File: src/rtl/dcas_pkg.sv
package dcas_pkg;

    localparam int DATA_W = 32;
    localparam int HALF_W = 16;

    typedef enum logic [3:0] {
        ST_IDLE,
        ST_RC1,
        ST_RC2,
        ST_RU1,
        ST_RU2,
        ST_MR1,
        ST_MR2,
        ST_MW1,
        ST_MW2,
        ST_WB1,
        ST_WB2,
        ST_FIN
    } dcas_state_e;

    typedef struct packed {
        logic n;
        logic z;
        logic v;
        logic c;
    } cc_t;

    // equality at the operand width
    function automatic logic same_at(input logic [DATA_W-1:0] a,
                                     input logic [DATA_W-1:0] b,
                                     input logic wide);
        if (wide)
            return a == b;
        return a[HALF_W-1:0] == b[HALF_W-1:0];
    endfunction

    // replace low half only in narrow mode
    function automatic logic [DATA_W-1:0] merge_low(input logic [DATA_W-1:0] old_v,
                                                     input logic [DATA_W-1:0] new_v,
                                                     input logic wide);
        if (wide)
            return new_v;
        return {old_v[DATA_W-1:HALF_W], new_v[HALF_W-1:0]};
    endfunction

    // flags of m - c at the operand width
    function automatic cc_t sub_flags(input logic [DATA_W-1:0] m,
                                      input logic [DATA_W-1:0] c,
                                      input logic wide);
        cc_t r;
        logic [DATA_W:0] dw;
        logic [HALF_W:0] dh;
        dw = {1'b0, m} - {1'b0, c};
        dh = {1'b0, m[HALF_W-1:0]} - {1'b0, c[HALF_W-1:0]};
        if (wide) begin
            r.n = dw[DATA_W-1];
            r.z = (dw[DATA_W-1:0] == '0);
            r.c = dw[DATA_W];
            r.v = (m[DATA_W-1] ^ c[DATA_W-1]) & (dw[DATA_W-1] ^ m[DATA_W-1]);
        end else begin
            r.n = dh[HALF_W-1];
            r.z = (dh[HALF_W-1:0] == '0);
            r.c = dh[HALF_W];
            r.v = (m[HALF_W-1] ^ c[HALF_W-1]) & (dh[HALF_W-1] ^ m[HALF_W-1]);
        end
        return r;
    endfunction

endpackage

File: src/rtl/dcas_seq.sv
module dcas_seq
    import dcas_pkg::*;
(
    input  logic        clk,
    input  logic        rst,
    input  logic        start,
    input  logic        mem_ack,
    input  logic        both_eq,
    output dcas_state_e state
);

    dcas_state_e nxt;

    always_comb begin
        nxt = state;
        unique case (state)
            ST_IDLE: if (start) nxt = ST_RC1;
            ST_RC1:  nxt = ST_RC2;
            ST_RC2:  nxt = ST_RU1;
            ST_RU1:  nxt = ST_RU2;
            ST_RU2:  nxt = ST_MR1;
            ST_MR1:  if (mem_ack) nxt = ST_MR2;
            ST_MR2:  if (mem_ack) nxt = both_eq ? ST_MW1 : ST_WB1;
            ST_MW1:  if (mem_ack) nxt = ST_MW2;
            ST_MW2:  if (mem_ack) nxt = ST_WB1;
            ST_WB1:  nxt = ST_WB2;
            ST_WB2:  nxt = ST_FIN;
            ST_FIN:  nxt = ST_IDLE;
            default: nxt = ST_IDLE;
        endcase
    end

    always_ff @(posedge clk) begin
        if (rst)
            state <= ST_IDLE;
        else
            state <= nxt;
    end

endmodule

File: src/rtl/dcas_cc_pick.sv
module dcas_cc_pick
    import dcas_pkg::*;
(
    input  logic [DATA_W-1:0] mem_v1,
    input  logic [DATA_W-1:0] mem_v2,
    input  logic [DATA_W-1:0] cmp_v1,
    input  logic [DATA_W-1:0] cmp_v2,
    input  logic              wide,
    output cc_t               cc
);

    cc_t cc_first;
    cc_t cc_second;

    always_comb begin
        cc_first  = sub_flags(mem_v1, cmp_v1, wide);
        cc_second = sub_flags(mem_v2, cmp_v2, wide);
        // first pair decides when it mismatched
        cc = same_at(mem_v1, cmp_v1, wide) ? cc_second : cc_first;
    end

endmodule

File: src/rtl/dcas_unit.sv
module dcas_unit
    import dcas_pkg::*;
#(
    parameter int ADDR_W    = 16,
    parameter int REG_IDX_W = 3
) (
    input  logic                 clk,
    input  logic                 rst,
    input  logic                 start,
    input  logic [4*REG_IDX_W-1:0] reg_sel,
    input  logic [ADDR_W-1:0]    addr_a,
    input  logic [ADDR_W-1:0]    addr_b,
    input  logic                 op_wide,
    output logic                 busy,
    output logic                 done,
    output logic [REG_IDX_W-1:0] rf_raddr,
    input  logic [DATA_W-1:0]    rf_rdata,
    output logic                 rf_we,
    output logic [REG_IDX_W-1:0] rf_waddr,
    output logic [DATA_W-1:0]    rf_wdata,
    output logic                 mem_req,
    output logic                 mem_we,
    output logic                 mem_wide,
    output logic [ADDR_W-1:0]    mem_addr,
    output logic [DATA_W-1:0]    mem_wdata,
    input  logic [DATA_W-1:0]    mem_rdata,
    input  logic                 mem_ack,
    output logic                 mem_lock,
    output logic                 flag_n,
    output logic                 flag_z,
    output logic                 flag_v,
    output logic                 flag_c
);

    localparam int N_FIELDS = 4;
    localparam int SEL_W    = N_FIELDS * REG_IDX_W;
    // field order: cmp1, cmp2, upd1, upd2 (most significant first)
    localparam int F_C1 = 0;
    localparam int F_C2 = 1;
    localparam int F_U1 = 2;
    localparam int F_U2 = 3;

    dcas_state_e          state;
    logic [SEL_W-1:0]     sel_q;
    logic [ADDR_W-1:0]    a1_q, a2_q;
    logic                 wide_q;
    logic [REG_IDX_W-1:0] fld [N_FIELDS];
    logic [DATA_W-1:0]    opnd [N_FIELDS];
    logic [DATA_W-1:0]    got1_q, got2_q;
    logic                 eq1_q;
    logic                 both_eq;
    logic                 rd_phase;
    logic [1:0]           rd_idx;
    cc_t                  cc_now, cc_q;

    generate
        for (genvar k = 0; k < N_FIELDS; k++) begin : g_fld
            assign fld[k] = sel_q[SEL_W-1-k*REG_IDX_W -: REG_IDX_W];
        end
    endgenerate

    dcas_seq u_seq (
        .clk     (clk),
        .rst     (rst),
        .start   (start),
        .mem_ack (mem_ack),
        .both_eq (both_eq),
        .state   (state)
    );

    dcas_cc_pick u_cc (
        .mem_v1 (got1_q),
        .mem_v2 (got2_q),
        .cmp_v1 (opnd[F_C1]),
        .cmp_v2 (opnd[F_C2]),
        .wide   (wide_q),
        .cc     (cc_now)
    );

    assign both_eq = eq1_q && same_at(mem_rdata, opnd[F_C2], wide_q);

    always_comb begin
        rd_phase = 1'b1;
        unique case (state)
            ST_RC1:  rd_idx = 2'(F_C1);
            ST_RC2:  rd_idx = 2'(F_C2);
            ST_RU1:  rd_idx = 2'(F_U1);
            ST_RU2:  rd_idx = 2'(F_U2);
            default: begin
                rd_idx   = 2'(F_C1);
                rd_phase = 1'b0;
            end
        endcase
    end

    always_ff @(posedge clk) begin
        if (rst) begin
            sel_q  <= '0;
            a1_q   <= '0;
            a2_q   <= '0;
            wide_q <= 1'b0;
            got1_q <= '0;
            got2_q <= '0;
            eq1_q  <= 1'b0;
            cc_q   <= '0;
            for (int k = 0; k < N_FIELDS; k++)
                opnd[k] <= '0;
        end else begin
            if (state == ST_IDLE && start) begin
                sel_q  <= reg_sel;
                a1_q   <= addr_a;
                a2_q   <= addr_b;
                wide_q <= op_wide;
            end
            if (rd_phase)
                opnd[rd_idx] <= rf_rdata;
            if (state == ST_MR1 && mem_ack) begin
                got1_q <= mem_rdata;
                eq1_q  <= same_at(mem_rdata, opnd[F_C1], wide_q);
            end
            if (state == ST_MR2 && mem_ack)
                got2_q <= mem_rdata;
            if (state == ST_WB1)
                cc_q <= cc_now;
        end
    end

    always_comb begin
        mem_req   = (state == ST_MR1) || (state == ST_MR2) ||
                    (state == ST_MW1) || (state == ST_MW2);
        mem_we    = (state == ST_MW1) || (state == ST_MW2);
        mem_addr  = ((state == ST_MR1) || (state == ST_MW1)) ? a1_q : a2_q;
        mem_wdata = (state == ST_MW1) ? opnd[F_U1] : opnd[F_U2];
        mem_wide  = wide_q;
        mem_lock  = mem_req;
        rf_raddr  = fld[rd_idx];
        rf_we     = (state == ST_WB1) || (state == ST_WB2);
        rf_waddr  = (state == ST_WB1) ? fld[F_C1] : fld[F_C2];
        rf_wdata  = (state == ST_WB1) ? merge_low(opnd[F_C1], got1_q, wide_q)
                                      : merge_low(opnd[F_C2], got2_q, wide_q);
        busy      = (state != ST_IDLE);
        done      = (state == ST_FIN);
    end

    assign flag_n = cc_q.n;
    assign flag_z = cc_q.z;
    assign flag_v = cc_q.v;
    assign flag_c = cc_q.c;

endmodule

File: config.mk
export PLATFORM = sky130hd
export DESIGN_NAME = dcas_unit
export DESIGN_NICKNAME = d
export VERILOG_FILES = /design/src/rtl/dcas_pkg.sv /design/src/rtl/dcas_seq.sv /design/src/rtl/dcas_cc_pick.sv /design/src/rtl/dcas_unit.sv
export SDC_FILE = /design/constraint.sdc
export NUM_CORES = 1
export LEC_CHECK = 0
export BUFFER_PORTS_ARGS = -buffer_cell sky130_fd_sc_hd__buf_2
export CAP_MARGIN = 15
export CORE_UTILIZATION = 50
export DETAILED_ROUTE_END_ITERATION = 8
export PLACE_DENSITY = 0.72
export SLEW_MARGIN = 10
export SYNTH_ARGS = -nofsm -noshare
export SYNTH_HDL_FRONTEND = slang
export SYNTH_SLANG_ARGS = --single-unit
File: constraint.sdc
create_clock -name clk -period 4.43 [get_ports clk]
set_clock_uncertainty 0.05 [all_clocks]
set_input_delay 0.443 -clock clk [delete_from_list [all_inputs] [get_ports clk]]
set_output_delay 0.443 -clock clk [all_outputs]
set_load 0.01 [all_outputs]
# --- After elaboration in Yosys (flattened, before gate mapping) ---
# Memories as Yosys holds them, arrays and structs flattened.
# Index checks and enable logic that the tools add are counted.
word_totals:
  out_inout_bits: 97
  memories: 1
  latchBits: 0
  mem_bits_rw: 128
  regBits: 118
  romBits: 0
memory_table:
  columns: ["name", "words", "word_bits", "rd", "rd_ports_with_merged_regs", "write_ports", "line_no", "text"]
  rows:
  - ["opnd", 4, 32, 4, 0, 4, "dcas_unit.sv:48", "logic [DATA_W-1:0] opnd [N_FIELDS];"]
classes:
  n_mul: 0
  n_bitwise: 13
  n_shift: 0
  n_eq_ne: 22
  addsub: 4
  order_cmp: 1
  n_div: 0
  reduce_logical: 19
  n_mux: 40
ops:
  columns: ["op", "n"]
  rows:
  - ["$mux 32", 7]
  - ["$eq 32x32->1", 3]
  - ["$sub 32x32->33", 2]
  - ["$logic_not 32->1", 2]
  - ["$eq 16x16->1", 3]
  - ["$pmux 4 s11", 1]
  - ["$mux 4", 9]
  - ["$sub 16x16->17", 2]
  - ["$logic_not 16->1", 2]
  - ["$reduce_or 32->1", 1]
  - ["$eq 4x3->1 const B", 4]
  - ["$eq 4x4->1 const B", 4]
  - ["$mux 1", 16]
  - ["$mux 16", 1]
  - ["$ne 2x2->1 const B", 5]
  - ["$mux 3", 3]
  - ["$eq 4x2->1 const B", 2]
  - ["$xor 1x1->1", 8]
  - ["$bmux 3 s2", 1]
  - ["$logic_or 1x1->1", 6]
  - ["$pmux 2 s3", 1]
  - ["$reduce_and 5->1", 1]
  - ["$and 1x1->1", 4]
  - ["$eq 4x1->1 const B", 1]
  - ["other kinds (7)", 10]

# --- Depth between registers and ports, before layout ---
logic_depth:
  ltp_word: 8
  depth_mapped: 14
  depth_no_buf: 13

# --- Hierarchy ---
# A second synthesis with hierarchy kept.
unflattened:
  hier_cells: 1714
  hier_area_um2: 15568.7
modules_own_cells:
  columns: ["module", "cells_per_inst", "seq_area_each_um2", "n_inst", "area_per_inst_um2"]
  rows:
  - ["dcas_unit", 996, 6125.9, 1, 10933.0]
  - ["dcas_cc_pick", 682, 0.0, 1, 4327.9]
  - ["dcas_seq", 36, 80.1, 1, 307.8]

# --- Worst setup path after synthesis ---
# OpenSTA, ideal clock, no wires.
synth_path:
  path_kind: "reg2reg"
  start: "memory opnd[0][23]"
  end: "register cc_q (netlist bit flag_z)"
  n_path_buf: 1
  setup_time_ns: 0.091
  path_slack_ns: 1.224
  path_stages_with_launch: 15
  t_required_ns: 4.289
  arrival_ns: 3.065
  cell_sequence: "edfxtp_1 -> inv_1 -> ha_1 -> buf_2 -> nand4_2 -> o41ai_2 -> nor4b_4 -> o2111ai_2 -> nor4_2 -> nand4_1 -> nor4_2 -> nand4_1 -> nor4_2 -> a41oi_1 -> a311oi_1"
synth_lines:
  columns: ["item", "line_no", "text"]
  rows:
  - ["start: declaration", "dcas_unit.sv:48", null]
  - ["end signal: assignment", "dcas_unit.sv:124", "cc_q <= cc_now;"]
  - ["end: declaration", "dcas_unit.sv:54", "cc_t cc_now, cc_q;"]

==> results.json <==
{
  "drt_iter0_drc": 1191,
  "vias": 13175,
  "synth_edf_count": 128,
  "cts.sinks": 246,
  "timing.final.ws_setup_ns": 0.554,
  "grt_max_degree": 71,
  "rsz0062_at_grt": "false",
  "max_slew_margin_pct": 35.8,
  "dpl_worst_slack_ns": 0.607,
  "clock.fmax_ghz": 0.258,
  "overflow": 0,
  "h-tree-depth": 1,
  "final_cell_mix": "287 x nand2_1, 208 x buf_2, 189 x a21oi_1",
  "post_cts_buffers": 0,
  "first_pass_iters": 7,
  "yosys_warnings": 0,
  "p_sw_uw": 1770,
  "core_sq_um": 29700,
  "arrival_ns": 4.26,
  "power.density_nw_per_um2": 347,
  "grt_use_total_pct": 29.5,
  "path_max_fanout": 9,
  "synth_area_sq_um": 15200,
  "cts.clk_slew.worst_paths_ns": 0.07,
  "setup_viol_count_final": 0,
  "crit_path_start_kind": "flop",
  "dp_hpwl_um": 35000,
  "cts_hold_buffers": 0,
  "grt_pass1_vias": 12711,
  "hold_path.class": "in2reg",
  "rows": 63,
  "ios": 210,
  "ys_types": 82,
  "ys_seq_area_share_pct": 40.9,
  "drive_gt1_share_pct": 20.3,
  "cts_root_buffer": "clkbuf_16",
  "yosys_register_bits": 246,
  "finalSetupTns_ns": 0,
  "totalWireLength_um": 46300,
  "die_y_um": 176,
  "fillers": 2685,
  "period_minus_slack_ns": 3.88,
  "drc_errors": 0,
  "ir_worst_vdd_mv": 0.288,
  "run_status": "completed",
  "finalCritPeriodShare_pct": 87.5,
  "nets": 2011,
  "synthArstFlopShare_pct": 0,
  "final_common_cell": "nand2_1",
  "syn_avg_cell_area_sq_um": 9.06,
  "cts_buffer_depth": 3,
  "fp.dieArea_sq_um": 31100,
  "worst_setup_path_end_kind": "flop",
  "final_hold_viol_count": 0,
  "syn_inst": 1676,
  "cp.required_ns": 4.82,
  "maxCapViolCount": 0,
  "die_w_um": 176,
  "leakage_uw": 0.00712,
  "ys.flop_type": "edfxtp_1",
  "seq_power_share_pct": 45.2,
  "cts_tree": "yes",
  "placed_area_sq_um": 16500,
  "viasPerCell": 5.87,
  "ant_nets": 0,
  "fin_cells": 2244,
  "cts_resized": 0,
  "final_area_sq_um": 17300,
  "grt_pass1_wl_um": 71600,
  "switching_share_pct": 29.5,
  "antenna_found_initial": 1,
  "synthesis.nets": 1853,
  "dp.cells": 2195,
  "combPwrFrac_pct": 19.9,
  "path_class": "reg2reg",
  "area_growth_pct": 13.8,
  "wl_per_cell_um": 20.6,
  "numCtsBuffers": 27,
  "initial_utilization_pct": 51.1,
  "antenna_cells": 0,
  "internal_power_uw": 4220,
  "finalWeightedCongestion": 0.974,
  "worstMarginPinSlew_ns": 0.963,
  "worstSkewPairLatency_ns": 0.54,
  "io_buffer_count": 209,
  "drv_slew": 0,
  "clkPwrFrac_pct": 34.9
}
worst paths after layout:
path                                                start                    end  slack [ns]  cells after the start
worst min-delay path                           addr_a[13]  a1_q[13]$_SDFFE_PP0P_        0.09                      3
worst max register to register  opnd[0][22]$_SDFFCE_PN0P_    flag_z$_SDFFE_PP0P_        0.55                     13
worst min register to register        fld[5]$_SDFFE_PP0P_    fld[5]$_SDFFE_PP0P_        0.40                      2
worst max-delay path            opnd[0][22]$_SDFFCE_PN0P_    flag_z$_SDFFE_PP0P_        0.55                     13
registers in the layout (all words and copies together), names as in the netlist:
name	count
a2_q	16
flag_c	1
mem_wide	1
flag_n	1
a1_q	16
opnd	128
u_seq.state	4
flag_v	1
eq1_q	1
got1_q	32
fld	12
flag_z	1
got2_q	32
power by group through the flow:
stage               Sequential, uW  Combinational, uW  Clock [uW]
finish                        2710               1190        2090
global route                  2720               1310        2200
CTS                           2710               1190        2110
detailed placement            2750               1180           0
global placement              2750               1170           0
floorplan                     2700                804           0
logic make-up (layout without fill, tap and decap cells):
kind of cell | after synthesis | in the layout | synth area share [%]
AOI/OAI and AO/OA | 352 | 352 | 14.3
xor gates and xnor gates | 109 | 109 | 6.29
adders and majority gates | 64 | 64 | 5.28
buffers and inverters | 179 | 357 | 4.64
DFF | 246 | 246 | 40.9
muxes | 97 | 97 | 8.28
and+or+nand+nor | 629 | 629 | 20.4
synthesized netlist by cell type, types with 3 or more instances:
library cell  number  area, sq um
or4_1              4         30.0
o21ai_0           36          180
nand3b_1           4         30.0
a21o_1            15          113
o2111ai_1          6         52.6
a31oi_1            6         37.5
mux4_2            16          360
or3_1             10         62.6
nor4_2             3         37.5
buf_4              4         30.0
nor4_1            17          106
and3_1             5         31.3
nand3_1           19         95.1
o21ai_1            7         35.0
nor3b_1            3         22.5
a21oi_2            3         26.3
a41oi_1            3         26.3
xor2_1            63          552
nor2b_1            6         37.5
edfxtp_1         128         3840
and2_1           132          826
mux2i_1           12          120
nor2_1            67          251
nand2_1          287         1080
nand2b_1          18          113
o211ai_1           6         45.0
o31ai_1            3         22.5
nand4_1           25          156
dfxtp_1          118         2360
o21a_1            15          113
ha_1              64          801
a211oi_1          12         90.1
mux2_2            69          777
nor3_1            13         65.1
a21oi_1          189          946
or2_2              3         18.8
clkbuf_1          79          297
inv_1             82          308
o21bai_1           7         52.6
buf_2             13         65.1
xnor2_1           46          403
a211o_1            4         35.0
through the flow:
stage / utilization (%) / total power (uW) / hold WS, ns
floorplan: - / 3500 / 0.381
global placement: 55.4 / 3920 / 0.389
detailed placement: 55.4 / 3930 / 0.392
CTS: 58.1 / 6010 / 0.0760
global route: 58.1 / 6230 / 0.0738
finish: 58.1 / 5990 / 0.0872
worst max-delay path, cell delays in order (launching register included):
cell,delay (ns)
edfxtp_1,0.38
inv_1,0.06
ha_1,0.46
nand4_2,0.20
o41ai_2,0.46
nor4b_4,0.46
o2111ai_2,0.18
nor4_2,0.19
nand4_1,0.14
nor4_2,0.38
nand4_1,0.19
nor4_2,0.17
a41oi_1,0.14
a311oi_1,0.30
cell type report:
type | count | area (sq um) | area share [%]
multi-input cells | 1251 | 8290 | 48.0
inverters | 82 | 308 | 1.78
clock buffers | 40 | 757 | 4.38
flip-flops and latches | 246 | 6210 | 35.9
repair buffers | 226 | 1180 | 6.81
clock inverters | 9 | 47.5 | 0.275
well taps | 390 | 488 | 2.82
per-layer routing:
layer	track usage, %	vias up	wire length [um]
li1	-	6209	-
met1	41.6	6350	20300
met2	47.0	542	20900
met3	5.00	72	4130
met4	6.92	2	989
met5	0	-	13
(Power assumes the default switching activity.)
